`src/rtl/sbuf_pkg.sv`:
```
package sbuf_pkg;

    typedef enum logic [1:0] {
        ORD_STRICT  = 2'd0,
        ORD_STORES  = 2'd1,
        ORD_RELAXED = 2'd2,
        ORD_SPARE   = 2'd3
    } ord_mode_e;

    typedef enum logic [1:0] {
        LD_IDLE = 2'd0,
        LD_MISS = 2'd1,
        LD_WAIT = 2'd2
    } ld_state_e;

    function automatic logic mode_is(input logic [1:0] sel, input ord_mode_e m);
        return sel == m;
    endfunction

endpackage

```
`src/rtl/sbuf_entries.sv`:
```
module sbuf_entries #(
    parameter int DEPTH = 8,
    parameter int AW    = 16,
    parameter int DW    = 32,
    localparam int IDXW = $clog2(DEPTH),
    localparam int CNTW = $clog2(DEPTH + 1)
) (
    input  logic            clk,
    input  logic            rst,
    input  logic            push,
    input  logic [AW-1:0]   push_addr,
    input  logic [DW-1:0]   push_data,
    input  logic            push_fast,
    input  logic            pop,
    input  logic [IDXW-1:0] pop_idx,
    input  logic            pso_order,
    input  logic [AW-1:0]   look_addr,
    output logic [CNTW-1:0] fill,
    output logic            full,
    output logic            hit,
    output logic [DW-1:0]   hit_data,
    output logic [IDXW-1:0] sel_idx,
    output logic [AW-1:0]   sel_addr,
    output logic [DW-1:0]   sel_data
);

    typedef struct packed {
        logic [AW-1:0] addr;
        logic [DW-1:0] data;
        logic          fast;
    } slot_t;

    slot_t           slots   [DEPTH];
    slot_t           slots_n [DEPTH];
    logic [CNTW-1:0] cnt, cnt_n, wr_pos;
    logic [DEPTH-1:0] live, match, fast_live;

    // per-slot status vectors, oldest entry at index 0
    for (genvar g = 0; g < DEPTH; g++) begin : g_slot
        assign live[g]      = CNTW'(g) < cnt;
        assign match[g]     = live[g] && (slots[g].addr == look_addr);
        assign fast_live[g] = live[g] && slots[g].fast;
    end

    // compacting update: remove at pop_idx, append behind the survivors
    always_comb begin
        slots_n = slots;
        if (pop) begin
            for (int i = 0; i < DEPTH - 1; i++) begin
                if (IDXW'(i) >= pop_idx) slots_n[i] = slots[i+1];
            end
        end
        wr_pos = cnt - CNTW'(pop);
        if (push) begin
            slots_n[wr_pos[IDXW-1:0]] = '{addr: push_addr, data: push_data, fast: push_fast};
        end
        cnt_n = cnt + CNTW'(push) - CNTW'(pop);
    end

    always_ff @(posedge clk) begin
        if (rst) cnt <= '0;
        else     cnt <= cnt_n;
        slots <= slots_n;
    end

    // youngest match wins: later indices overwrite earlier ones
    always_comb begin
        hit      = 1'b0;
        hit_data = '0;
        for (int i = 0; i < DEPTH; i++) begin
            if (match[i]) begin
                hit      = 1'b1;
                hit_data = slots[i].data;
            end
        end
    end

    // drain choice: head, or oldest fast-tagged entry in relaxed mode
    always_comb begin
        logic found;
        found   = 1'b0;
        sel_idx = '0;
        if (pso_order) begin
            for (int i = 0; i < DEPTH; i++) begin
                if (!found && fast_live[i]) begin
                    sel_idx = IDXW'(i);
                    found   = 1'b1;
                end
            end
        end
    end

    assign sel_addr = slots[sel_idx].addr;
    assign sel_data = slots[sel_idx].data;
    assign fill     = cnt;
    assign full     = cnt == CNTW'(DEPTH);

endmodule

```
`src/rtl/sbuf_memport.sv`:
```
module sbuf_memport #(
    parameter int AW = 16,
    parameter int DW = 32
) (
    input  logic          clk,
    input  logic          rst,
    input  logic          drain_first,
    input  logic          rd_want,
    input  logic [AW-1:0] rd_addr,
    input  logic          wr_want,
    input  logic [AW-1:0] wr_addr,
    input  logic [DW-1:0] wr_data,
    output logic          mem_req_valid,
    input  logic          mem_req_ready,
    output logic          mem_req_write,
    output logic [AW-1:0] mem_req_addr,
    output logic [DW-1:0] mem_req_wdata,
    input  logic          mem_resp_valid,
    output logic          rd_grant,
    output logic          wr_grant,
    output logic          busy,
    output logic          rd_done
);

    logic outstanding, out_is_rd, pick_rd, fire;

    assign pick_rd       = rd_want && (!wr_want || !drain_first);
    assign mem_req_valid = !outstanding && (rd_want || wr_want);
    assign mem_req_write = !pick_rd;
    assign mem_req_addr  = pick_rd ? rd_addr : wr_addr;
    assign mem_req_wdata = wr_data;
    assign fire          = mem_req_valid && mem_req_ready;
    assign rd_grant      = fire && pick_rd;
    assign wr_grant      = fire && !pick_rd;
    assign busy          = outstanding;
    assign rd_done       = outstanding && out_is_rd && mem_resp_valid;

    always_ff @(posedge clk) begin
        if (rst) begin
            outstanding <= 1'b0;
            out_is_rd   <= 1'b0;
        end else if (fire) begin
            outstanding <= 1'b1;
            out_is_rd   <= pick_rd;
        end else if (outstanding && mem_resp_valid) begin
            outstanding <= 1'b0;
        end
    end

endmodule

```
`src/rtl/store_order_buffer.sv`:
```
module store_order_buffer #(
    parameter int DEPTH = 8,
    parameter int AW    = 16,
    parameter int DW    = 32
) (
    input  logic          clk,
    input  logic          rst,
    input  logic [1:0]    order_sel_i,
    input  logic          barrier_i,
    input  logic          st_valid_i,
    output logic          st_ready_o,
    input  logic [AW-1:0] st_addr_i,
    input  logic [DW-1:0] st_data_i,
    input  logic          st_fast_i,
    input  logic          ld_valid_i,
    output logic          ld_ready_o,
    input  logic [AW-1:0] ld_addr_i,
    output logic          ld_rvalid_o,
    output logic [DW-1:0] ld_rdata_o,
    output logic          mem_req_valid_o,
    input  logic          mem_req_ready_i,
    output logic          mem_req_write_o,
    output logic [AW-1:0] mem_req_addr_o,
    output logic [DW-1:0] mem_req_wdata_o,
    input  logic          mem_resp_valid_i,
    input  logic [DW-1:0] mem_resp_rdata_i
);
    import sbuf_pkg::*;

    localparam int IDXW = $clog2(DEPTH);
    localparam int CNTW = $clog2(DEPTH + 1);

    logic            strict_mode, relaxed_mode;
    logic [CNTW-1:0] fill_w;
    logic            full_w, hit_w;
    logic [DW-1:0]   hit_data_w, sel_data_w;
    logic [IDXW-1:0] sel_idx_w;
    logic [AW-1:0]   sel_addr_w;
    logic            mem_busy_w, rd_grant_w, wr_grant_w, rd_done_w;
    logic            ld_miss_w, drained, blocked, st_fire, ld_fire;

    ld_state_e       lst;
    logic [AW-1:0]   ld_addr_q;
    logic            rvalid_q;
    logic [DW-1:0]   rdata_q;

    assign strict_mode  = mode_is(order_sel_i, ORD_STRICT);
    assign relaxed_mode = mode_is(order_sel_i, ORD_RELAXED);
    assign ld_miss_w    = lst == LD_MISS;
    assign drained      = (fill_w == '0) && !mem_busy_w;
    assign blocked      = barrier_i && !drained;

    assign ld_ready_o = (lst == LD_IDLE) && !blocked && (!strict_mode || drained);
    assign st_ready_o = !full_w && !blocked &&
                        (!strict_mode || (drained && lst == LD_IDLE && !ld_valid_i));
    assign st_fire    = st_valid_i && st_ready_o;
    assign ld_fire    = ld_valid_i && ld_ready_o;

    sbuf_entries #(.DEPTH(DEPTH), .AW(AW), .DW(DW)) u_entries (
        .clk       (clk),
        .rst       (rst),
        .push      (st_fire),
        .push_addr (st_addr_i),
        .push_data (st_data_i),
        .push_fast (st_fast_i),
        .pop       (wr_grant_w),
        .pop_idx   (sel_idx_w),
        .pso_order (relaxed_mode),
        .look_addr (ld_addr_i),
        .fill      (fill_w),
        .full      (full_w),
        .hit       (hit_w),
        .hit_data  (hit_data_w),
        .sel_idx   (sel_idx_w),
        .sel_addr  (sel_addr_w),
        .sel_data  (sel_data_w)
    );

    sbuf_memport #(.AW(AW), .DW(DW)) u_memport (
        .clk            (clk),
        .rst            (rst),
        .drain_first    (strict_mode),
        .rd_want        (ld_miss_w),
        .rd_addr        (ld_addr_q),
        .wr_want        (fill_w != '0),
        .wr_addr        (sel_addr_w),
        .wr_data        (sel_data_w),
        .mem_req_valid  (mem_req_valid_o),
        .mem_req_ready  (mem_req_ready_i),
        .mem_req_write  (mem_req_write_o),
        .mem_req_addr   (mem_req_addr_o),
        .mem_req_wdata  (mem_req_wdata_o),
        .mem_resp_valid (mem_resp_valid_i),
        .rd_grant       (rd_grant_w),
        .wr_grant       (wr_grant_w),
        .busy           (mem_busy_w),
        .rd_done        (rd_done_w)
    );

    always_ff @(posedge clk) begin
        if (rst) begin
            lst       <= LD_IDLE;
            ld_addr_q <= '0;
            rvalid_q  <= 1'b0;
            rdata_q   <= '0;
        end else begin
            rvalid_q <= 1'b0;
            case (lst)
                LD_IDLE: if (ld_fire) begin
                    if (hit_w) begin
                        rvalid_q <= 1'b1;
                        rdata_q  <= hit_data_w;
                    end else begin
                        ld_addr_q <= ld_addr_i;
                        lst       <= LD_MISS;
                    end
                end
                LD_MISS: if (rd_grant_w) lst <= LD_WAIT;
                LD_WAIT: if (rd_done_w) begin
                    rvalid_q <= 1'b1;
                    rdata_q  <= mem_resp_rdata_i;
                    lst      <= LD_IDLE;
                end
                default: lst <= LD_IDLE;
            endcase
        end
    end

    assign ld_rvalid_o = rvalid_q;
    assign ld_rdata_o  = rdata_q;

endmodule

```
`config.mk`:
```
export PLATFORM = sky130hd
export DESIGN_NAME = store_order_buffer
export DESIGN_NICKNAME = d
export VERILOG_FILES = /design/src/rtl/sbuf_pkg.sv /design/src/rtl/sbuf_entries.sv /design/src/rtl/sbuf_memport.sv /design/src/rtl/store_order_buffer.sv
export SDC_FILE = /design/constraint.sdc
export NUM_CORES = 2
export LEC_CHECK = 0
export CAP_MARGIN = 20
export CORE_ASPECT_RATIO = 0.7
export CORE_MARGIN = 10
export CORE_UTILIZATION = 50
export CTS_CLUSTER_DIAMETER = 120
export CTS_CLUSTER_SIZE = 20
export DETAILED_ROUTE_END_ITERATION = 10
export DONT_BUFFER_PORTS = 1
export PLACE_DENSITY_LB_ADDON = 0.25
export REMOVE_ABC_BUFFERS = 1
export SYNTH_ARGS = -nofsm -noshare
export SYNTH_HDL_FRONTEND = slang
export SYNTH_HIERARCHICAL = 1
export SYNTH_SLANG_ARGS = --single-unit
```
`constraint.sdc`:
```
create_clock -name clk -period 9.64 [get_ports clk]
set_clock_uncertainty 0.05 [all_clocks]
set_input_delay 1.928 -clock clk [delete_from_list [all_inputs] [get_ports clk]]
set_output_delay 1.928 -clock clk [all_outputs]
set_load 0.01 [all_outputs]
```
==> key figures <==
STA
  • Hold_ws: approximately 430 ps
  • Period utilization: approximately 74%
  • Setup TNS: 0 ps
  • RSZ-0062 raised after global routing: no
  • Worst-Margin Slew: between 1000 and 1500 ps
  • Tmin final: 7119 ps
  • Final worst slack: between 2000 and 3000 ps
  • Slew HR: between 10% and 20%
  • Hold Vio Cnt, Final: 0
  • Achievable Freq: ~0.14 GHz
  • Max Slew Vio Count: 0
  • Final setup violation count: 0

Clock tree
  • Total CTS buffers: 26
  • Cts-stage hold buffer count: 0
  • CTS tree: yes
  • # H-tree levels: 1
  • Clk sink count: roughly 450
  • Clock Tree Buf Depth: 3
  • Post_cts resized: 0
  • Clk slew on worst S/H paths: 80 ps
  • Post-CTS setup buffer count: 0
  • Worst-skew pair later-pin latency: 620 ps
  • Clock root buffer: clkbuf_16

Placed design
  • Placed Cells: between 3,000 and 4,000
  • DPL Wire Length: between 50 and 60 mm
  • RD Place Congestion: about 1.1
  • Post-DP Area: 0.02557 sq mm
  • Worst slack, placed: between 2000 and 3000 ps
  • I/O Buffers: 0

Pwr
  • Clock group share of total power: about 12%
  • Int Pwr: between 5 and 6 mW
  • Sequential share of power: 37.7%
  • Switching portion of total power: between 40% and 50%
  • Gate power share: around 50%
  • P_leak: about 9.9 nW
  • VDD IR max: 0.0002597 V
  • Switching power total: 4.558 mW
  • PnR Total Power: 9.694 mW
  • Pwr/cell area: around 370 mW/mm^2

Routing
  • Final ANT Viol Nets: 0
  • Vias per cell: around 6.6
  • DRT Pass-1 Iters: 6
  • Routed WL: about 94 mm
  • DRC: 0
  • Routed WL per cell: 26.54 um
  • Vias: between 20,000 and 25,000
  • DRT iter0 DRCs: 3,303

Synthesis
  • Number of flops mapped to enable cells by yosys: a little under 50
  • Asr flop ratio synth: 0%
  • Netlist Area Pre-Place: 0.02558 sq mm
  • Sequential share of the synthesized area: 37.05%
  • Synth Flop Type: dfxtp_1
  • Synth cell types: 70
  • #FFs+latches synth: between 400 and 500
  • Synth warn: 6
  • Post-Syn Instances: roughly 3,000
  • Mean post-synth cell area: between 8 and 9 sq um

Finish
  • Final core utilization: 52.16%
  • Area of the multi-input gates: 0.01481 sq mm
  • Layout Cells excl Fill: approximately 3,500
  • Post-layout nets: 2,948
  • Final Cell Area: 0.02644 sq mm
  • Antenna cells: 0
  • Layout cell share with drive strength beyond 1: around 5.6%
  • Area grow syn2layout: 3.331%
  • Register Area: between 0.009 and 0.01 sq mm
  • Filler instances: 4,537

Global routing
  • Number of global-route vias before repair: between 20,000 and 25,000
  • Global Route Usage Sum: 28.90%
  • Aggregate global routing overflow: 0
  • Initial antenna violation count: 2
  • Largest net degree at the start of global routing: 140
  • First-pass GRT wire length: roughly 140 mm

Die
  • Ports: roughly 190
  • DIE WIDTH: just under 300 um
  • Row Count: 69
  • Die Span Y: 209.3 um
  • Core area: 0.05068 sq mm
  • Die area: 0.06076 sq mm
  • Starting Density: between 50% and 60%

Critical path
  • CP Buf/Inv Count: 3
  • Worst EP required: around 7700 ps
  • Startpoint Class: input port
  • Most used cell, CP: buf_4
  • Crit Path Class: in2out
  • Top cell family by delay on the critical path: buffers and inverters
  • Crit-path cells: nor2b_4 -> buf_4 -> inv_1 -> nor3_4 -> buf_4 -> mux2i_1 -> nand2_1 -> a21oi_1 -> a41oi_1 -> mux2_2
  • Crit path largest cell delay: just over 700 ps
  • Crit path max fanout: 57
  • R2R setup slack: 4220 ps
  • Slowest library cell on the worst path: buf_4
  • Critical Path Sink Type: output port
  • Critical Path AT: between 5000 and 6000 ps

Run status
  • Run status: finished clean

Job
  • Max Cap Viol: 0

Hold path
  • Hold Path Class: reg2reg
power groups by stage:
stage,Sequential [mW],Combinational [mW],Clock (mW)
6_report,3.65,4.85,1.19
5_1_grt,3.74,5.18,1.27
4_1_cts,3.60,4.66,1.20
3_5_place_dp,3.64,4.65,0
3_3_place_gp,3.59,4.50,0
2_1_floorplan,3.38,3.60,0
layer usage:
layer	global-route usage (%)	part of all wire, %	vias up
met1	40.14	42	11110
met5	0	0.014	-
met4	7.937	2.6	2
met3	10.22	15	202
met2	41.55	41	1607
li1	-	-	10420
layout make-up:
cell class,count,share of cell area [%]
timing repair buffer,51,1.789
clock buffer,45,2.731
sequential,449,35.86
clock inverter,2,0.1231
multi-input combinational,2285,56.04
tap,674,3.190
inverter,19,0.2698
cell families (layout without fill, tap and decap cells):
logic type	count (synthesis)	in the layout	share of synthesized area (%)
AND/OR/NAND/NOR	812	812	13.47
adder cells (fa/ha/maj)	10	10	0.5184
XOR/XNOR	132	132	4.519
multiplexers	480	480	18.98
AO/OA/AOI/OAI	851	851	19.65
buffers and inverters	312	117	5.815
flip-flops	449	449	37.05
worst reg2reg max path: stages (launching register included):
cell and delay, ps:
dfxtp_1 570, inv_1 150, ha_1 280, a21oi_1 410
nand3_1 240, nor4_2 180, buf_4 220, or2_2 890
nor3_1 100, nand4_1 210, nand2b_2 650, a21oi_4 790
buf_16 250, a21oi_1 120, a211oi_1 240
worst paths after layout:
path | depth (start not counted) | from | end
worst min register to register | 1 | ld_addr_q[6]$_SDFFE_PP0P_ | ld_addr_q[6]$_SDFFE_PP0P_
worst max-delay path | 10 | order_sel_i[1] | mem_req_addr_o[4]
worst max register to register | 14 | u_entries/fill[3]$_SDFF_PP0_ | ld_rdata_o[4]$_SDFFE_PP0P_
worst min-delay path | 1 | ld_addr_q[6]$_SDFFE_PP0P_ | ld_addr_q[6]$_SDFFE_PP0P_
cells in the mapped netlist, types with 9 or more instances:
cell	count	area [sq um]
mux2i_1	464	4644
dfxtp_1	400	8008
a21oi_1	351	1757
nand2_1	336	1261
nor2_1	277	1040
o21ai_0	226	1131
clkbuf_1	153	574.3
nand3_1	110	550.5
xnor2_1	73	639.4
o22ai_1	63	394.1
buf_2	60	300.3
xor2_1	59	516.8
o21ai_1	52	260.3
edfxtp_1	49	1471
a41oi_1	48	420.4
buf_4	42	315.3
a221oi_1	30	262.8
buf_1	28	105.1
a211oi_2	20	250.2
inv_1	18	67.56
a22o_1	17	148.9
nand4_1	16	100.1
nor4_1	16	100.1
a211oi_1	13	97.59
nand2b_1	10	62.56
buf_6	9	101.4
ha_1	9	112.6
cell usage in the layout (no fill, tap or decap), drive strengths merged, types with 2 or more instances in the layout:
| master | instances |
|---|---|
| mux2i | 464 |
| dfxtp | 400 |
| a21oi | 351 |
| nand2 | 336 |
| o21ai | 278 |
| nor2 | 277 |
| nand3 | 110 |
| xnor2 | 73 |
| o22ai | 63 |
| xor2 | 59 |
| buf | 51 |
| edfxtp | 49 |
| a41oi | 48 |
| clkbuf | 45 |
| a211oi | 33 |
| a221oi | 30 |
| inv | 19 |
| nor4 | 18 |
| a22o | 17 |
| nand4 | 16 |
| mux2 | 16 |
| nand2b | 10 |
| ha | 9 |
| nor3 | 8 |
| nor2b | 7 |
| or4 | 6 |
| or3 | 6 |
| and3 | 5 |
| a21boi | 5 |
| a21o | 4 |
| and2 | 4 |
| o211ai | 3 |
| or2 | 3 |
| o31ai | 3 |
| a211o | 2 |
| clkinv | 2 |
| or3b | 2 |
| o21ba | 2 |
| a31oi | 2 |
Note: power is estimated with default switching activity, not from simulation.
